**config.mk**
```make
export PLATFORM = sky130hd
export DESIGN_NAME = jacobi_angle_unit
export DESIGN_NICKNAME = d
export VERILOG_FILES = /design/src/rtl/jacobi_angle_unit.sv
export SDC_FILE = /design/constraint.sdc
export NUM_CORES = 1
export LEC_CHECK = 0
export BUFFER_PORTS_ARGS = -buffer_cell sky130_fd_sc_hd__buf_4
export CAP_MARGIN = 20
export CORE_UTILIZATION = 50
export DETAILED_ROUTE_END_ITERATION = 7
export PLACE_DENSITY = 0.77
export SLEW_MARGIN = 25
export SYNTH_ARGS = -nofsm -noshare
export SYNTH_HDL_FRONTEND = slang
export SYNTH_SLANG_ARGS = --single-unit
export TNS_END_PERCENT = 50
```
**constraint.sdc**
```tcl
create_clock -name clk -period 9.6 [get_ports clk]
set_input_delay 1.44 -clock clk [delete_from_list [all_inputs] [get_ports clk]]
set_output_delay 1.44 -clock clk [all_outputs]
set_load 0.03 [all_outputs]
```
**src/rtl/jacobi_angle_unit.sv**
```systemverilog
module jacobi_angle_unit #(
  parameter int W     = 32,
  parameter int ITERS = 14
) (
  input  logic                clk,
  input  logic                rst,
  input  logic                start_i,
  input  logic signed [W-1:0] app_i,
  input  logic signed [W-1:0] apq_i,
  input  logic signed [W-1:0] aqq_i,
  output logic                busy_o,
  output logic                done_o,
  output logic signed [W-1:0] angle_o
);
  localparam int FRAC = 25;
  localparam int XW   = W + 3;
  localparam int CW   = $clog2(ITERS + 1);
  localparam logic signed [W-1:0] PI_Q = W'(105414357);
  localparam logic signed [W-1:0] MAXV = {1'b0, {(W-1){1'b1}}};
  localparam logic signed [W-1:0] MINV = {1'b1, {(W-1){1'b0}}};

  typedef enum logic [2:0] {S_IDLE, S_PREP, S_ITER, S_HALVE, S_DONE} state_t;

  function automatic logic signed [W-1:0] atan_step(input int i);
    case (i)
      0: atan_step = W'(26353589);
      1: atan_step = W'(15557433);
      2: atan_step = W'(8220120);
      3: atan_step = W'(4172661);
      4: atan_step = W'(2094428);
      5: atan_step = W'(1048235);
      6: atan_step = W'(524245);
      7: atan_step = W'(262139);
      8: atan_step = W'(131071);
      default: atan_step = (i <= FRAC) ? W'(64'sd1 <<< (FRAC - i)) : '0;
    endcase
  endfunction

  state_t               st_q;
  logic signed [W-1:0]  pp_q, pq_q, qq_q;
  logic signed [XW-1:0] x_q, y_q;
  logic signed [W-1:0]  z_q;
  logic [CW-1:0]        it_q;

  logic signed [W-1:0]  y2_sat;
  logic signed [XW-1:0] x0, y0, sh_x, sh_y;
  logic signed [W-1:0]  step_a;
  logic                 y_neg;

  assign y2_sat = (pq_q[W-1] != pq_q[W-2]) ? (pq_q[W-1] ? MINV : MAXV) : (pq_q <<< 1);
  assign x0     = XW'(qq_q) - XW'(pp_q);
  assign y0     = XW'(y2_sat);
  assign sh_x   = x_q >>> it_q;
  assign sh_y   = y_q >>> it_q;
  assign step_a = atan_step(int'(it_q));
  assign y_neg  = y_q[XW-1];

  assign busy_o = (st_q != S_IDLE);
  assign done_o = (st_q == S_DONE);

  always_ff @(posedge clk) begin
    if (rst) begin
      st_q    <= S_IDLE;
      pp_q    <= '0;
      pq_q    <= '0;
      qq_q    <= '0;
      x_q     <= '0;
      y_q     <= '0;
      z_q     <= '0;
      it_q    <= '0;
      angle_o <= '0;
    end else begin
      case (st_q)
        S_IDLE: if (start_i) begin
          pp_q <= app_i;
          pq_q <= apq_i;
          qq_q <= aqq_i;
          st_q <= S_PREP;
        end
        S_PREP: begin
          it_q <= '0;
          if (pq_q == '0) begin
            angle_o <= '0;
            st_q    <= S_DONE;
          end else begin
            if (x0[XW-1]) begin
              x_q <= -x0;
              y_q <= -y0;
              z_q <= y2_sat[W-1] ? -PI_Q : PI_Q;
            end else begin
              x_q <= x0;
              y_q <= y0;
              z_q <= '0;
            end
            st_q <= S_ITER;
          end
        end
        S_ITER: begin
          if (!y_neg) begin
            x_q <= x_q + sh_y;
            y_q <= y_q - sh_x;
            z_q <= z_q + step_a;
          end else begin
            x_q <= x_q - sh_y;
            y_q <= y_q + sh_x;
            z_q <= z_q - step_a;
          end
          it_q <= it_q + 1'b1;
          if (int'(it_q) == ITERS - 1) st_q <= S_HALVE;
        end
        S_HALVE: begin
          angle_o <= z_q >>> 1;
          st_q    <= S_DONE;
        end
        default: st_q <= S_IDLE;
      endcase
    end
  end
endmodule


```
==> Word level (Yosys, flattened, before mapping) <==
Index checks and enable logic that the tools add are counted.
{ "word_totals": {"regBits": 237, "latch_bits": 0, "ramBits": 0, "romBits": 0, "input_bits": 99, "out_inout_bits": 34, "word_cells": 74, "n_memories": 0} }
{ "classes": {"add_sub_neg": 11, "multipliers": 0, "div_mod_pow": 0, "n_lt_le_gt_ge": 0, "n_eq_ne": 18, "n_shift": 3, "n_mux": 23, "bitwise_logic": 0, "n_reduce_logical": 10} }
{ "op_table": {"columns": ["operator", "n"], "rows": [
  ["32-bit one-hot mux with 9 select lines", 1],
  ["32-bit 2-to-1 mux", 7],
  ["35-bit 2-to-1 mux", 6],
  ["35-bit one-hot mux with 2 select lines", 2],
  ["32-bit one-hot mux with 2 select lines", 2],
  ["35-bit adder", 2],
  ["35-bit by 4-bit >>> shifter with 35-bit output", 2],
  ["35-bit subtractor", 2],
  ["32-bit negation with 35-bit output", 1],
  ["33-bit negation with 35-bit output", 1],
  ["32-bit by 32-bit subtractor with 33-bit output", 1],
  ["32-bit adder", 1],
  ["32-bit logical NOT", 1],
  ["2-bit by 32-bit <<< shifter with 32-bit output (first input constant)", 1],
  ["32-bit subtractor", 1],
  ["4-bit by 3-bit == test with 1-bit output (second input constant)", 5],
  ["3-bit one-hot mux with 4 select lines", 1],
  ["3-bit 2-to-1 mux", 3],
  ["4-bit by 2-bit == test with 1-bit output (second input constant)", 2],
  ["2-bit != test (second input constant)", 4],
  ["4-bit one-hot mux with 2 select lines", 1],
  ["2-bit AND reduction", 4],
  ["3-bit by 2-bit == test with 1-bit output (second input constant)", 2],
  ["5-bit by 4-bit subtractor with 6-bit output (first input constant)", 1],
  ["10 further kinds", 11]
]} }

==> Depth between registers and ports, before layout <==
{ "logic_depth": {"word_depth": 6, "ltp_mapped": 31, "mapped_depth_nobuf": 26} }

==> Least setup slack after synthesis <==
OpenSTA, ideal clock, no wires.
{ "synth_path": {"path_type": "register -> register", "from": "register it_q[2]", "to": "register z_q[28]", "setup_time_ns": 0.130, "t_arrival_ns": 6.197, "t_required_ns": 9.470, "setup_slack_ns": 3.272, "path_stages_with_launch": 30, "n_path_buf": 6, "synth_period_minus_slack_ns": 6.328, "cell_sequence": "dfxtp_1 buf_2 inv_1 buf_2 buf_2 buf_2 buf_1 ha_1 buf_1 xnor2_1 nand2_1 nand2_1 a31oi_1 ha_1 inv_1 or3_1 inv_1 a21oi_1 xor2_1 ha_1 a211o_1 a21oi_1 o31ai_1 a2111oi_0 o21ai_0 a21o_1 a21oi_1 nor2_1 a2111oi_0 o31ai_1"} }
{ "synth_via": {"elab_chain_cells": 6, "word_cells_on_any_way": 16, "classes_between": "add/sub (3); eq/ne (8); shift (1); mux (3); reduce/logical (1)"} }
{ "synth_lines": {"columns": ["element", "line_no", "rtl"], "rows": [
  ["start, declared", "43", "logic [CW-1:0] it_q;"],
  ["start signal, assigned", "108", "it_q <= it_q + 1'b1;"],
  ["5-bit by 4-bit subtractor with 6-bit output", "35", "default: atan_step = (i <= FRAC) ? W'(64'sd1 <<< (FRAC - i)) : '0;"],
  ["2-bit by 32-bit <<< shifter with 32-bit output", "35", null],
  ["32-bit one-hot mux with 9 select lines (*)", "25", "case (i)"],
  ["32-bit adder or 32-bit subtractor (tied branches)", "102, 106", null],
  ["32-bit 2-to-1 mux (*)", "99", "if (!y_neg) begin"],
  ["32-bit one-hot mux with 2 select lines (*)", "73", "case (st_q)"],
  ["end signal, assigned", "89", "z_q <= y2_sat[W-1] ? -PI_Q : PI_Q;"],
  ["end signal, assigned", "102", "z_q <= z_q + step_a;"],
  ["end signal, assigned", "106", "z_q <= z_q - step_a;"],
  ["end, declared", "42", "logic signed [W-1:0] z_q;"]
]} }
Mark *: on every way between the ends. The rest lies on a longest branch, timed or not.
A chain may end at the register's enable or synchronous reset.

==> Worst setup path after layout <==
{ "layout_path": {"from": "register it_q[0]", "to": "register z_q[28]"} }
Same word-level chain as after synthesis.

==> metrics.md <==
| Metric | Value |
|---|---|
| Filler Cells Inserted | `4545` |
| Total GRT Usage | `between 20% and 30%` |
| First-pass GRT wire length | `approximately 120 mm` |
| Total clock sinks | `between 200 and 250` |
| Status | `finished clean` |
| Critical Path Start | `it_q[0]` |
| FP Rows | `80` |
| Synth warn | `0` |
| Layout Skew | `approximately 0.011 ns` |
| FF/Latch Area | `4738 um2` |
| Post_cts resized | `0` |
| Most frequent cells in the layout | `nand2_1, a21oi_1, nor2_1` |
| CP max FO | `25` |
| Pin count of the biggest net entering global routing | `83` |
| Root buffer cell | `clkbuf_16` |
| Routed WL | `approximately 72 mm` |
| Setup CP Type | `reg -> reg` |
| Unique cell type count in the Yosys netlist | `between 100 and 150` |
| Power Density | `around 240 nW/um2` |
| Area delta synth->final | `8.487%` |
| CP Data Required Time | `between 10 and 15 ns` |
| Core Area | `47650 um2` |
| Post-detail-place hpwl | `about 53 mm` |
| Startpoint class of the critical path | `flip-flop` |
| CTS tree | `done` |
| Initial antenna violation count | `0` |
| Die width | `approximately 220 um` |
| Worst Max-Slew Pin Slew | `1.163 ns` |
| Drt pass-1 iters | `8` |
| Pleak | `10.67 nW` |
| Mapped cell area | `roughly 24000 um2` |
| CTS Buf Count | `28` |
| Chip Height | `about 220 um` |
| Post-synthesis simple-gate area fraction | `22.23%` |
| Fin. Hold Viols | `0` |
| Routed len/inst | `between 15 and 20 um` |
| Xor and xnor fraction of the mapped netlist area | `8.746%` |
| CP Capture Type | `flip-flop` |
| Drt drc | `0` |
| # port buffers | `around 130` |
| Reg clk slew, reported paths | `~0.060 ns` |
| Final max-slew violation count | `0` |
| DP Cell Count | `about 3800` |
| Setup slack after layout | `around 2.6 ns` |
| Worst Hold Class | `reg -> reg` |
| CTS Buffer Depth | `3` |
| # IOs | `133` |
| FFs w/ async S/R, synth | `0%` |
| Place WS | `2.773 ns` |
| WP data arrival | `7.44 ns` |
| Post-Synthesis Cells | `3196` |
| Yosys reg bits | `236` |
| Largest family of logic cells by synthesized area | `compound AO/OA/AOI/OAI gates` |
| Net count, final | `roughly 3400` |
| Die footprint | `between 40000 and 50000 um2` |
| Max Freq | `roughly 140 MHz` |
| IR drop worst, VDD | `about 160 uV` |
| Overflow after GRT | `0` |
| Final period utilization | `72.90%` |
| Syn nets | `approximately 3400` |
| Top FF cell, synth | `dfxtp_1` |
| # setup viols final | `0` |
| Setup tns final | `0 ns` |
| Max Cap Viol | `0` |
| Overall Power | `about 6.3 mW` |
| Initial Utilization | `50.65%` |
| RSZ-0062 raised after global routing | `false` |
| Fin cells | `roughly 3800` |
| Leading cell type in the layout, fill and taps excluded | `nand2_1` |
| Initial drt markers | `~2200` |
| Worst skew pair latency | `0.59 ns` |
| Setup bufs post-CTS | `0` |
| Hold-fix buffers, CTS | `0` |
| Htree depth | `1` |
| Reg-to-Reg Start | `it_q[0]` |
| Avg Cell Area, Syn | `about 7.6 um2` |
| Drt via density | `about 6.3` |
| Period minus WS final | `approximately 7.0 ns` |
| Worst hold start | `pp_q[22]` |
| Post-synthesis mux area share | `between 10 and 15%` |
| Vias in the first global route | `between 20000 and 25000` |
| Post-Synth Adder-Cell Area | `7.849%` |
| Relative slew slack | `about 22%` |
| Compound-gate portion of the synthesized area | `25.19%` |
| Layout cells sized above 1 | `between 10% and 20%` |
| Number of synthesized flops with an enable pin | `0` |
| GP Congestion | `between 1 and 1.5` |
| Antenna Nets Post-Route | `0` |
| Multi-input logic area | `between 15000 and 20000 um2` |
| Sequential area share after synthesis | `between 10% and 20%` |
| Ant. Diodes | `0` |
| Vias after detailed routing | `between 20000 and 25000` |
## sequential cells by signal, indices dropped and copies added (netlist names)
name     cells
st_q         3
x_q         35
z_q         32
pp_q        32
angle_o     31
qq_q        32
it_q         4
pq_q        32
y_q         35
## synthesized netlist by cell type, drive strengths merged (14+ instances only)
cell / count / share of area [%]
nand2: 411 / 6.4
a21oi: 389 / 8.1
nor2: 314 / 4.9
dfxtp: 236 / 20
o21ai: 164 / 3.4
clkbuf: 150 / 2.3
ha: 145 / 7.5
xnor2: 141 / 5.1
nor3: 102 / 2.2
xor2: 100 / 3.6
inv: 87 / 1.4
mux4: 75 / 7.3
buf: 63 / 1.7
a21o: 62 / 1.9
nand3: 52 / 1.1
mux2i: 50 / 2.2
a31oi: 46 / 1.2
or3: 39 / 1.0
a22oi: 37 / 1.2
and2: 37 / 0.98
o21a: 34 / 1.1
mux2: 33 / 1.6
a211oi: 31 / 1.0
o211ai: 30 / 0.95
nand2b: 27 / 0.70
nor2b: 26 / 0.68
nand4: 24 / 0.71
a221oi: 22 / 0.82
and3: 22 / 0.57
nor4: 20 / 0.67
o31ai: 16 / 0.50
or2: 14 / 0.36
## path summary, 6_finish.rpt
kind | end | slack, ns | cells past startpoint
setup / recovery | z_q[28] | 2.60 | 22
hold reg to reg | pp_q[22] | 0.45 | 2
setup reg to reg | z_q[28] | 2.60 | 22
hold / removal | pp_q[22] | 0.45 | 2
## layer usage
metal | GRT usage, % | vias up | part of all wire, %
met5 | 0 | - | 0
met4 | 11.51 | 0 | 3.9
met3 | 3.724 | 166 | 8.1
met2 | 45.22 | 974 | 45
met1 | 39.04 | 11090 | 43
li1 | - | 11632 | -
## cell families after synthesis
logic type                 after synthesis
and+or+nand+nor                       1139
xor gates and xnor gates               241
adders and majority gates              149
DFF                                    236
muxes                                  158
buffers and inverters                  302
AOI/OAI and AO/OA                      971
## area by class of cell
class / count / share of cell area [%]
multi-input combinational: 2658 / 69.33
sequential: 236 / 18.10
timing repair buffer: 162 / 4.659
tap: 615 / 2.939
clock buffer: 34 / 2.920
inverter: 89 / 1.276
clock inverter: 17 / 0.7742
## worst max-delay path, stage by stage (launching register included)
cell and delay [ns]:
dfxtp_4 0.49, clkinv_1 0.71, ha_1 0.83, nor4_1 0.48, a21oi_1 0.20, a21oi_1 0.28
o211ai_1 0.21, or3_1 0.37, inv_1 0.09, a21oi_1 0.07, xor2_1 0.17, ha_1 0.34
a211o_1 0.33, a21oi_1 0.29, o31ai_1 0.16, a2111oi_0 0.43, buf_4 0.21, o21ai_0 0.16
a21o_1 0.20, a21oi_1 0.26, nor2_1 0.09, a2111oi_0 0.38, o31ai_1 0.10
## metrics by stage
| stage | cell area (um2) | hold slack [ns] | utilization [%] |
|---|---|---|---|
| 6_report | 26180 | 0.4536 | 54.95 |
| 3_3_place_gp | 25210 | 0.4433 | 52.92 |
| 2_1_floorplan | 24130 | 0.4363 | - |
| 3_5_place_dp | 25220 | 0.4470 | 52.92 |
| 4_1_cts | 26180 | 0.4550 | 54.95 |
| 5_1_grt | 26180 | 0.4728 | 54.95 |
## power breakdown
group / internal [mW] / switching, mW / leakage [nW]
sequential: 1.10 / 0.177 / 1.94
combinational: 1.61 / 2.26 / 8.28
clock: 0.655 / 0.471 / 0.458
(Power assumes the default switching activity.)
